==> src/rtl/mdio_pkg.sv <==
package mdio_pkg;

  localparam logic [1:0] START_CODE = 2'b01;
  localparam logic [1:0] OP_WRITE   = 2'b01;
  localparam logic [1:0] OP_READ    = 2'b10;
  localparam int         SEL_W      = 3;

  typedef struct packed {
    logic load;     // latch command, start frame
    logic shift;    // advance to next frame bit
    logic capture;  // sample mdioIn into read data
    logic drive;    // own the MDIO line this bit
  } mdioStrobe_t;

  function automatic int unsigned divisorOf(input logic [SEL_W-1:0] sel);
    case (sel)
      3'd0:    return 8;
      3'd1:    return 16;
      3'd2:    return 32;
      3'd3:    return 48;
      3'd4:    return 64;
      3'd5:    return 96;
      3'd6:    return 128;
      default: return 224;
    endcase
  endfunction

endpackage

==> src/rtl/mdio_clkgen.sv <==
module mdio_clkgen
  import mdio_pkg::*;
#(
  parameter int DIV_W = 8
) (
  input  logic             clk,
  input  logic             rstN,
  input  logic             load,
  input  logic             run,
  input  logic [SEL_W-1:0] divSel,
  output logic             mdc,
  output logic             riseTick,
  output logic             endTick
);

  logic [DIV_W-1:0] divReg;
  logic [DIV_W-1:0] cnt;
  logic [DIV_W-1:0] halfM1;
  logic [DIV_W-1:0] fullM1;

  assign halfM1   = (divReg >> 1) - DIV_W'(1);
  assign fullM1   = divReg - DIV_W'(1);
  assign riseTick = run && (cnt == halfM1);
  assign endTick  = run && (cnt == fullM1);

  always_ff @(posedge clk or negedge rstN) begin
    if (!rstN) begin
      divReg <= DIV_W'(divisorOf('0));
      cnt    <= '0;
      mdc    <= 1'b0;
    end else if (load) begin
      divReg <= DIV_W'(divisorOf(divSel));
      cnt    <= '0;
      mdc    <= 1'b0;
    end else if (run) begin
      cnt <= endTick ? '0 : cnt + DIV_W'(1);
      if (riseTick)     mdc <= 1'b1;
      else if (endTick) mdc <= 1'b0;
    end else begin
      cnt <= '0;
      mdc <= 1'b0;
    end
  end

  // a rise strobe is always followed by MDC high
  p_rise_sets_mdc_r8: assert property (@(posedge clk) disable iff (!rstN)
    riseTick |=> mdc);

endmodule

==> src/rtl/mdio_ctrl.sv <==
module mdio_ctrl
  import mdio_pkg::*;
#(
  parameter int PRE_BITS = 32
) (
  input  logic        clk,
  input  logic        rstN,
  input  logic        portEn,
  input  logic        cmdWrEn,
  input  logic [3:0]  cmdHead,
  input  logic        riseTick,
  input  logic        endTick,
  output logic        busy,
  output mdioStrobe_t strobe
);

  localparam int FRAME_BITS = PRE_BITS + 32;
  localparam int IDX_W      = $clog2(FRAME_BITS);
  localparam int TA_FIRST   = PRE_BITS + 14;
  localparam int DATA_FIRST = PRE_BITS + 16;
  localparam logic [IDX_W-1:0] LAST_IDX = IDX_W'(FRAME_BITS - 1);

  logic             isRead;
  logic [IDX_W-1:0] bitIdx;
  logic             legal;
  logic             accept;

  assign legal  = (cmdHead[3:2] == START_CODE) &&
                  ((cmdHead[1:0] == OP_WRITE) || (cmdHead[1:0] == OP_READ));
  assign accept = cmdWrEn && !busy && portEn && legal;

  always_ff @(posedge clk or negedge rstN) begin
    if (!rstN) begin
      busy   <= 1'b0;
      isRead <= 1'b0;
      bitIdx <= '0;
    end else if (accept) begin
      busy   <= 1'b1;
      isRead <= (cmdHead[1:0] == OP_READ);
      bitIdx <= '0;
    end else if (busy && endTick) begin
      if (bitIdx == LAST_IDX) busy <= 1'b0;
      else                    bitIdx <= bitIdx + IDX_W'(1);
    end
  end

  always_comb begin
    strobe.load    = accept;
    strobe.shift   = busy && endTick;
    strobe.capture = busy && isRead && riseTick &&
                     (int'(bitIdx) >= DATA_FIRST);
    strobe.drive   = busy && (!isRead || (int'(bitIdx) < TA_FIRST));
  end

  // no new frame may start over a running one
  p_no_restart_r9: assert property (@(posedge clk) disable iff (!rstN)
    busy |-> !strobe.load);

endmodule

==> src/rtl/mdio_datapath.sv <==
module mdio_datapath
  import mdio_pkg::*;
#(
  parameter int PRE_BITS = 32
) (
  input  logic        clk,
  input  logic        rstN,
  input  mdioStrobe_t strobe,
  input  logic [31:0] cmdWrData,
  input  logic        mdioIn,
  output logic [31:0] word,
  output logic        mdioOut,
  output logic        mdioOe
);

  localparam int FRAME_BITS = PRE_BITS + 32;

  logic [FRAME_BITS-1:0] shiftReg;

  always_ff @(posedge clk or negedge rstN) begin
    if (!rstN) begin
      word     <= '0;
      shiftReg <= '0;
    end else if (strobe.load) begin
      word     <= cmdWrData;
      shiftReg <= {{PRE_BITS{1'b1}}, cmdWrData};
    end else begin
      if (strobe.shift)   shiftReg  <= {shiftReg[FRAME_BITS-2:0], 1'b0};
      if (strobe.capture) word[15:0] <= {word[14:0], mdioIn};
    end
  end

  assign mdioOe  = strobe.drive;
  assign mdioOut = strobe.drive & shiftReg[FRAME_BITS-1];

  // data is only sampled while the line is released
  p_capture_released_r5: assert property (@(posedge clk) disable iff (!rstN)
    strobe.capture |-> !mdioOe);
  // capture never disturbs the command half
  p_upper_kept_r6: assert property (@(posedge clk) disable iff (!rstN)
    (strobe.capture && !strobe.load) |=> $stable(word[31:16]));

endmodule

==> src/rtl/mdio_mgmt_engine.sv <==
module mdio_mgmt_engine
  import mdio_pkg::*;
#(
  parameter int PRE_BITS = 32,
  parameter int DIV_W    = 8
) (
  input  logic        clk,
  input  logic        rstN,
  input  logic        portEn,
  input  logic [2:0]  divSel,
  input  logic        cmdWrEn,
  input  logic [31:0] cmdWrData,
  output logic [31:0] cmdRdData,
  output logic        idle,
  output logic        mdc,
  output logic        mdioOut,
  output logic        mdioOe,
  input  logic        mdioIn
);

  mdioStrobe_t strobe;
  logic        busy;
  logic        riseTick;
  logic        endTick;

  mdio_ctrl #(.PRE_BITS(PRE_BITS)) u_ctrl (
    .clk(clk), .rstN(rstN), .portEn(portEn), .cmdWrEn(cmdWrEn),
    .cmdHead(cmdWrData[31:28]), .riseTick(riseTick), .endTick(endTick),
    .busy(busy), .strobe(strobe)
  );

  mdio_clkgen #(.DIV_W(DIV_W)) u_clkgen (
    .clk(clk), .rstN(rstN), .load(strobe.load), .run(busy),
    .divSel(divSel), .mdc(mdc), .riseTick(riseTick), .endTick(endTick)
  );

  mdio_datapath #(.PRE_BITS(PRE_BITS)) u_dp (
    .clk(clk), .rstN(rstN), .strobe(strobe), .cmdWrData(cmdWrData),
    .mdioIn(mdioIn), .word(cmdRdData), .mdioOut(mdioOut), .mdioOe(mdioOe)
  );

  assign idle = !busy;

  p_idle_quiet_r11: assert property (@(posedge clk) disable iff (!rstN)
    idle |-> (!mdc && !mdioOe));
  p_frame_start_r8: assert property (@(posedge clk) disable iff (!rstN)
    $fell(idle) |-> (!mdc && mdioOe));
  p_busy_write_ignored_r9: assert property (@(posedge clk) disable iff (!rstN)
    (!idle && cmdWrEn) |=> $stable(cmdRdData[31:16]));
  p_port_off_r10: assert property (@(posedge clk) disable iff (!rstN)
    (idle && !portEn) |=> idle);

endmodule

==> config.mk <==
export PLATFORM = sky130hd
export DESIGN_NAME = mdio_mgmt_engine
export DESIGN_NICKNAME = d
export VERILOG_FILES = /design/src/rtl/mdio_pkg.sv /design/src/rtl/mdio_clkgen.sv /design/src/rtl/mdio_ctrl.sv /design/src/rtl/mdio_datapath.sv /design/src/rtl/mdio_mgmt_engine.sv
export SDC_FILE = /design/constraint.sdc
export NUM_CORES = 1
export LEC_CHECK = 0
export ABC_AREA = 1
export CORE_ASPECT_RATIO = 1.4
export CORE_MARGIN = 8
export CORE_UTILIZATION = 45
export DETAILED_ROUTE_END_ITERATION = 16
export PLACE_DENSITY_LB_ADDON = 0.2
export REMOVE_ABC_BUFFERS = 1
export SYNTH_ARGS = -nofsm -noshare
export SYNTH_HDL_FRONTEND = slang
export SYNTH_SLANG_ARGS = --single-unit
==> constraint.sdc <==
create_clock -name clk -period 3.4 [get_ports clk]
set_clock_uncertainty 0.2 [all_clocks]
set_input_delay 0.68 -clock clk [delete_from_list [all_inputs] [get_ports clk]]
set_output_delay 0.68 -clock clk [all_outputs]
set_load 0.1 [all_outputs]
==> Word level (Yosys, flattened, before mapping) <==
Cells that the tools add are included.
{ "word_totals": {"ff_bits": 121, "input_bits": 40, "output_inout_bits": 36} }
{ "classes": {"addsub": 4, "order_cmp": 2, "n_eq_ne": 14, "mux": 18, "n_bitwise": 1, "n_reduce_logical": 21} }
{ "ops": {"columns": ["cell", "n"], "rows": [
  ["$mux W64", 2],
  ["$pmux W8 S7", 1],
  ["$mux W16", 2],
  ["$mux W8", 3],
  ["$mux W6", 3],
  ["$eq A8 B8 Y1", 2],
  ["$logic_and A1 B1 Y1", 11],
  ["$eq A3 B3 Y1 const B", 3],
  ["$add A8 B1 Y8 const B", 1],
  ["$sub A7 B1 Y8 const B", 1],
  ["$sub A8 B1 Y8 const B", 1],
  ["$mux W1", 7],
  ["$add A6 B1 Y6 const B", 1],
  ["$eq A3 B2 Y1 const B", 2],
  ["$eq A6 B6 Y1 const B", 1],
  ["$ge A6 B6 Y1 const B", 1],
  ["$lt A6 B6 Y1 const B", 1],
  ["$reduce_bool A2 Y1", 3],
  ["$eq A2 B1 Y1 const B", 2],
  ["$ne A4 B1 Y1 const B", 1],
  ["$reduce_and A2 Y1", 2],
  ["$eq A3 B1 Y1 const B", 1],
  ["$logic_not A3 Y1", 1],
  ["$eq A2 B2 Y1 const B", 1],
  ["other kinds (4)", 6]
]} }

==> Logic depth before layout (Yosys ltp) <==
{ "depth": {"ltp_word": 7, "mapped_depth": 15} }

==> Cells and area by module <==
A second synthesis with hierarchy kept.
{ "hier_totals": {"hier_cells": 633, "area_unflattened_um2": 5347.6} }
{ "modules_own_cells": {"columns": ["mod", "instances", "cells_each", "area_per_inst_um2", "seq_area_each_um2"], "rows": [
  ["mdio_datapath", 1, 434, 3865.0, 2402.3],
  ["mdio_clkgen", 1, 122, 935.9, 351.6],
  ["mdio_ctrl", 1, 76, 543.0, 200.2],
  ["mdio_mgmt_engine", 1, 1, 3.8, 0.0]
]} }

==> Worst setup path before layout <==
No wires, ideal clock.
{ "synth_path": {"kind": "flip-flop to output port", "from": "register u_ctrl.busy", "to": "output mdioOut", "arrival_ns": 3.092, "t_required_ns": 2.520, "path_slack_ns": -0.572, "path_stages_with_launch": 4, "n_path_buf": 0, "path_cell_list": "dfrtp_1 > inv_2 > a21oi_1 > and2_1"} }
{ "synth_between": {"elab_chain_len": 2} }
{ "synth_lines": {"columns": ["item", "line", "text"], "rows": [
  ["from (decl)", "mdio_ctrl.sv:13", "output logic busy,"],
  ["from (signal assigned)", "mdio_ctrl.sv:34", "busy <= 1'b0;"],
  ["from (signal assigned)", "mdio_ctrl.sv:38", "busy <= 1'b1;"],
  ["from (signal assigned)", "mdio_ctrl.sv:42", "if (bitIdx == LAST_IDX) busy <= 1'b0;"],
  ["$logic_and A1 B1 Y1", "mdio_ctrl.sv:52", "strobe.drive = busy && (!isRead || (int'(bitIdx) < TA_FIRST));"],
  ["named net mdioOe", "mdio_mgmt_engine.sv:17", "output logic mdioOe,"],
  ["$and A1 B1 Y1", "mdio_datapath.sv:34", "assign mdioOut = strobe.drive & shiftReg[FRAME_BITS-1];"],
  ["to (decl)", "mdio_mgmt_engine.sv:16", "output logic mdioOut,"]
]} }
The timed path passes the listed nets, and every way through them passes these cells.

==> Final worst setup path <==
{ "layout_path": {"from": "input cmdWrData[28]", "to": "register u_ctrl.bitIdx[3]"} }
{ "layout_between": {"elab_chain_len": 6} }
{ "layout_lines": {"columns": ["item", "line", "text"], "rows": [
  ["from (decl)", "mdio_mgmt_engine.sv:12", "input logic [31:0] cmdWrData,"],
  ["$eq A2 B1 Y1 / $eq A2 B2 Y1 (equally long branches)", "mdio_ctrl.sv:29", "((cmdHead[1:0] == OP_WRITE) || (cmdHead[1:0] == OP_READ));"],
  ["$logic_or A1 B1 Y1 *", "mdio_ctrl.sv:29", null],
  ["$logic_and A1 B1 Y1 *", "mdio_ctrl.sv:28", "assign legal = (cmdHead[3:2] == START_CODE) &&"],
  ["$logic_and A1 B1 Y1 *", "mdio_ctrl.sv:30", "assign accept = cmdWrEn && !busy && portEn && legal;"],
  ["$ne A2 B1 Y1 (no line) / $reduce_bool A2 Y1 (equally long branches)", null, null],
  ["$reduce_and A2 Y1 (no line)", null, null],
  ["to (signal assigned)", "mdio_ctrl.sv:43", "else bitIdx <= bitIdx + IDX_W'(1);"],
  ["to (decl)", "mdio_ctrl.sv:24", "logic [IDX_W-1:0] bitIdx;"]
]} }
Mark *: on every way between the ends. The rest lies on a longest branch, timed or not.
A chain may end at the register's enable or synchronous reset.

==> results.md <==
- Post-DP HPWL: 9110 um
- Yosys warning count: 0
- First-pass detailed-route iteration total: 5
- Area grow syn2layout: 25.5%
- Post-Synthesis Cells: 722
- Worst path slowest cell: clkdlybuf4s50_1
- Max Buffers Root-to-Sink: 2
- Final Instance Area: 0.00701 sq mm
- Routability cong.: 0.807
- Worst path most repeated cell: nand2_1
- Full die area: 0.0163 sq mm
- Post-Route WL: 13,300 um
- Placed cell area: 0.00637 sq mm
- DR iter-0 viols: 304
- Reg clk slew, reported paths: 0.05 ns
- Row count: 48
- Cells after DPL: 922
- Die width: 110 um
- Starting density of the core: 45.6%
- Vias in the first global route: 4,910
- Slew HR: 55.4%
- CP endpoint kind: flip-flop
- Drc violations: 0
- Hold Fails Final Rpt: 0
- Max Cap Viol: 0
- DR WL/cell: 13.9 um
- Count of input and output buffers: 75
- Sequential fraction of the synthesis area: 52.9%
- Layout cell share with drive strength beyond 1: 11.7%
- Die height: 148 um
- Final setup vio count: 0
- Finished Layout Cells: 954
- Gate power share: 2.6%
- Ys async rst share: 100%
- Sw frac: 20.8%
- Hold buffer count at CTS: 0
- Unique masters post-synth: 33
- Peak supply drop: 0.291 mV
- Initial antenna violation count: 0
- Antenna-violating nets left: 0
- Worst-path cell chain: clkdlybuf4s50_1 -> inv_1 -> ha_1 -> nor3_1 -> nand2_2 -> nand2_1 -> buf_4 -> nand3_1 -> nand2_1 -> nand2_1
- Unrepaired setup endpoints after global routing: no
- Via-to-Cell Ratio: 5.09
- Core Area: 0.0123 sq mm
- Worst slack at placement: 0.156 ns
- Critical path type: in -> reg
- Clock Latency Late Sink: 0.41 ns
- Cell area after synthesis: 0.00558 sq mm
- CP Buf/Inv Count: 3
- Setup TNS: 0 ns
- Least-Margin Pin Slew: 0.669 ns
- Power Internal: 2.70 mW
- Worst EP required: 3.49 ns
- Fin nets: 835
- Top_reg_cell synth: dfrtp_1
- Tcrit/Tclk final: 83.1%
- Inserted Clock Buffers: 17
- Fillers: 1,151
- Reg2Reg Launch Point: u_clkgen.divReg[3]$_DFFE_PN1P_
- Post-synth EDFFs: 0
- Yosys reg bits: 118
- CP delay by family, top: simple AND/OR/NAND/NOR gates
- # Post-CTS Setup Buffers: 0
- Grt total ovfl: 0
- H-tree levels: 4
- Ports: 76
- Setup crit start kind: input port
- Sequential share of power: 41.2%
- Crit-path max FO: 37
- Post-cts resize count: 0
- Tot Pwr: 3.41 mW
- N_diodes: 0
- GRT Util Overall: 17.3%
- Cell Pwr Density: 487 mW/mm^2
- CTS tree: done
- Sinks on Clock Net: 118
- Fin util: 57.2%
- Largest net degree at the start of global routing: 64
- Syn Area/Cell: 7.73 sq um
- Slowest cell delay on critical path: 0.48 ns
- FF-to-FF setup slack: 0.63 ns
- Status: complete, no violations
- Switch Pwr: 0.711 mW
- Hold_ws: 0.113 ns
- Vias: 4,854
- Worst EP arrival: 2.92 ns
- Clock period minus worst slack: 2.83 ns
- P_leak: 3.77 nW
- Clk network pwr share: 56.2%
- Pins Over Slew Limit: 0
- Worst setup margin: 0.575 ns
- Worst flop-to-flop path endpoint: u_ctrl.bitIdx[3]$_DFFE_PN0P_
- Worst R2R Path Depth: 13
- First-pass GRT wire length: 22,700 um
- Peak Freq: 354 MHz
- Root Driver: clkbuf_16
- Hold Crit Class: in -> async
## layout by cell type (no fill, tap or decap), drive strengths merged, types with 5 or more instances in the layout
| cell type | Yosys | routed |
|---|---|---|
| inv | 30 | 33 |
| nand3 | 72 | 72 |
| nor2 | 57 | 57 |
| buf | 28 | 50 |
| clkdlybuf4s50 | 0 | 38 |
| dfrtp | 117 | 117 |
| nand2 | 330 | 330 |
| xor2 | 5 | 5 |
| clkinv | 0 | 6 |
| nand4 | 9 | 9 |
| o21ai | 43 | 43 |
| clkbuf | 10 | 18 |
## cells by family (layout without fill, tap and decap cells)
group / after synthesis / count (layout) / synth area share (%)
AO/OA/AOI/OAI: 49 / 49 / 4.57
XOR/XNOR: 8 / 8 / 1.25
flip-flops: 118 / 118 / 52.9
AND/OR/NAND/NOR: 475 / 475 / 34.8
buffers and inverters: 68 / 150 / 5.56
adder cells (fa/ha/maj): 4 / 4 / 0.896
## final cells by class
class,count,area (sq um),area share (%)
timing repair buffer,88,793,11.3
multi-input combinational,536,2320,33.1
clock inverter,14,199,2.84
clock buffer,18,439,6.27
sequential,118,2950,42.2
tap,150,188,2.68
inverter,30,113,1.61
## power by group through the flow
stage	logic (mW)	registers (mW)	clock network [mW]
3_3_place_gp	0.0901	1.43	0
6_report	0.0892	1.41	1.92
2_1_floorplan	0.00470	1.44	0
4_1_cts	0.0921	1.41	1.95
5_1_grt	0.0987	1.41	2.02
3_5_place_dp	0.0921	1.43	0
## layer usage
layer	vias to the layer above	global-route usage (%)	wire length (um)
li1	2425	-	-
met1	2317	20.4	5750
met2	96	29.7	6770
met3	16	4.58	562
met4	0	5.42	170
met5	-	0	0
## worst max-delay path by stage
stage | to | slack (ns) | depth (start not counted) | from
final | u_ctrl.bitIdx[3]$_DFFE_PN0P_ | 0.57 | 10 | cmdWrData[28]
after CTS | u_ctrl.bitIdx[3]$_DFFE_PN0P_ | 0.58 | 10 | cmdWrData[28]
after global placement | u_ctrl.bitIdx[1]$_DFFE_PN0P_ | 0.23 | 10 | cmdWrData[28]
after global routing | u_ctrl.bitIdx[5]$_DFFE_PN0P_ | 0.40 | 13 | u_clkgen.divReg[3]$_DFFE_PN1P_
after detailed placement | u_ctrl.bitIdx[0]$_DFFE_PN0P_ | 0.16 | 10 | cmdWrData[28]
after floorplan | u_dp.shiftReg[0]$_DFFE_PN0P_ | -0.58 | 8 | cmdWrData[28]
## flip-flops by register name, indices dropped and copies added, names as in the netlist
register         flops
u_dp.shiftReg       64
u_dp.word           32
u_clkgen.cnt         8
u_ctrl.bitIdx        6
u_clkgen.divReg      5
u_clkgen.mdc         1
u_ctrl.busy          1
u_ctrl.isRead        1
## cell usage after synthesis, types with 2 or more instances
cell / number / area (sq um)
nand2_1: 326 / 1220
dfrtp_1: 117 / 2930
nand3_1: 71 / 355
nor2_1: 56 / 210
o21ai_1: 35 / 175
inv_1: 26 / 97.6
buf_2: 23 / 115
clkbuf_1: 10 / 37.5
nand4_1: 8 / 50.1
o21ai_0: 8 / 40.0
xor2_1: 5 / 43.8
ha_1: 4 / 50.1
inv_2: 4 / 15.0
buf_6: 3 / 33.8
nor3_1: 3 / 15.0
xnor2_1: 3 / 26.3
a21oi_1: 2 / 10.0
nand2_2: 2 / 12.5
nand2_4: 2 / 22.5
(Power assumes the default switching activity.)
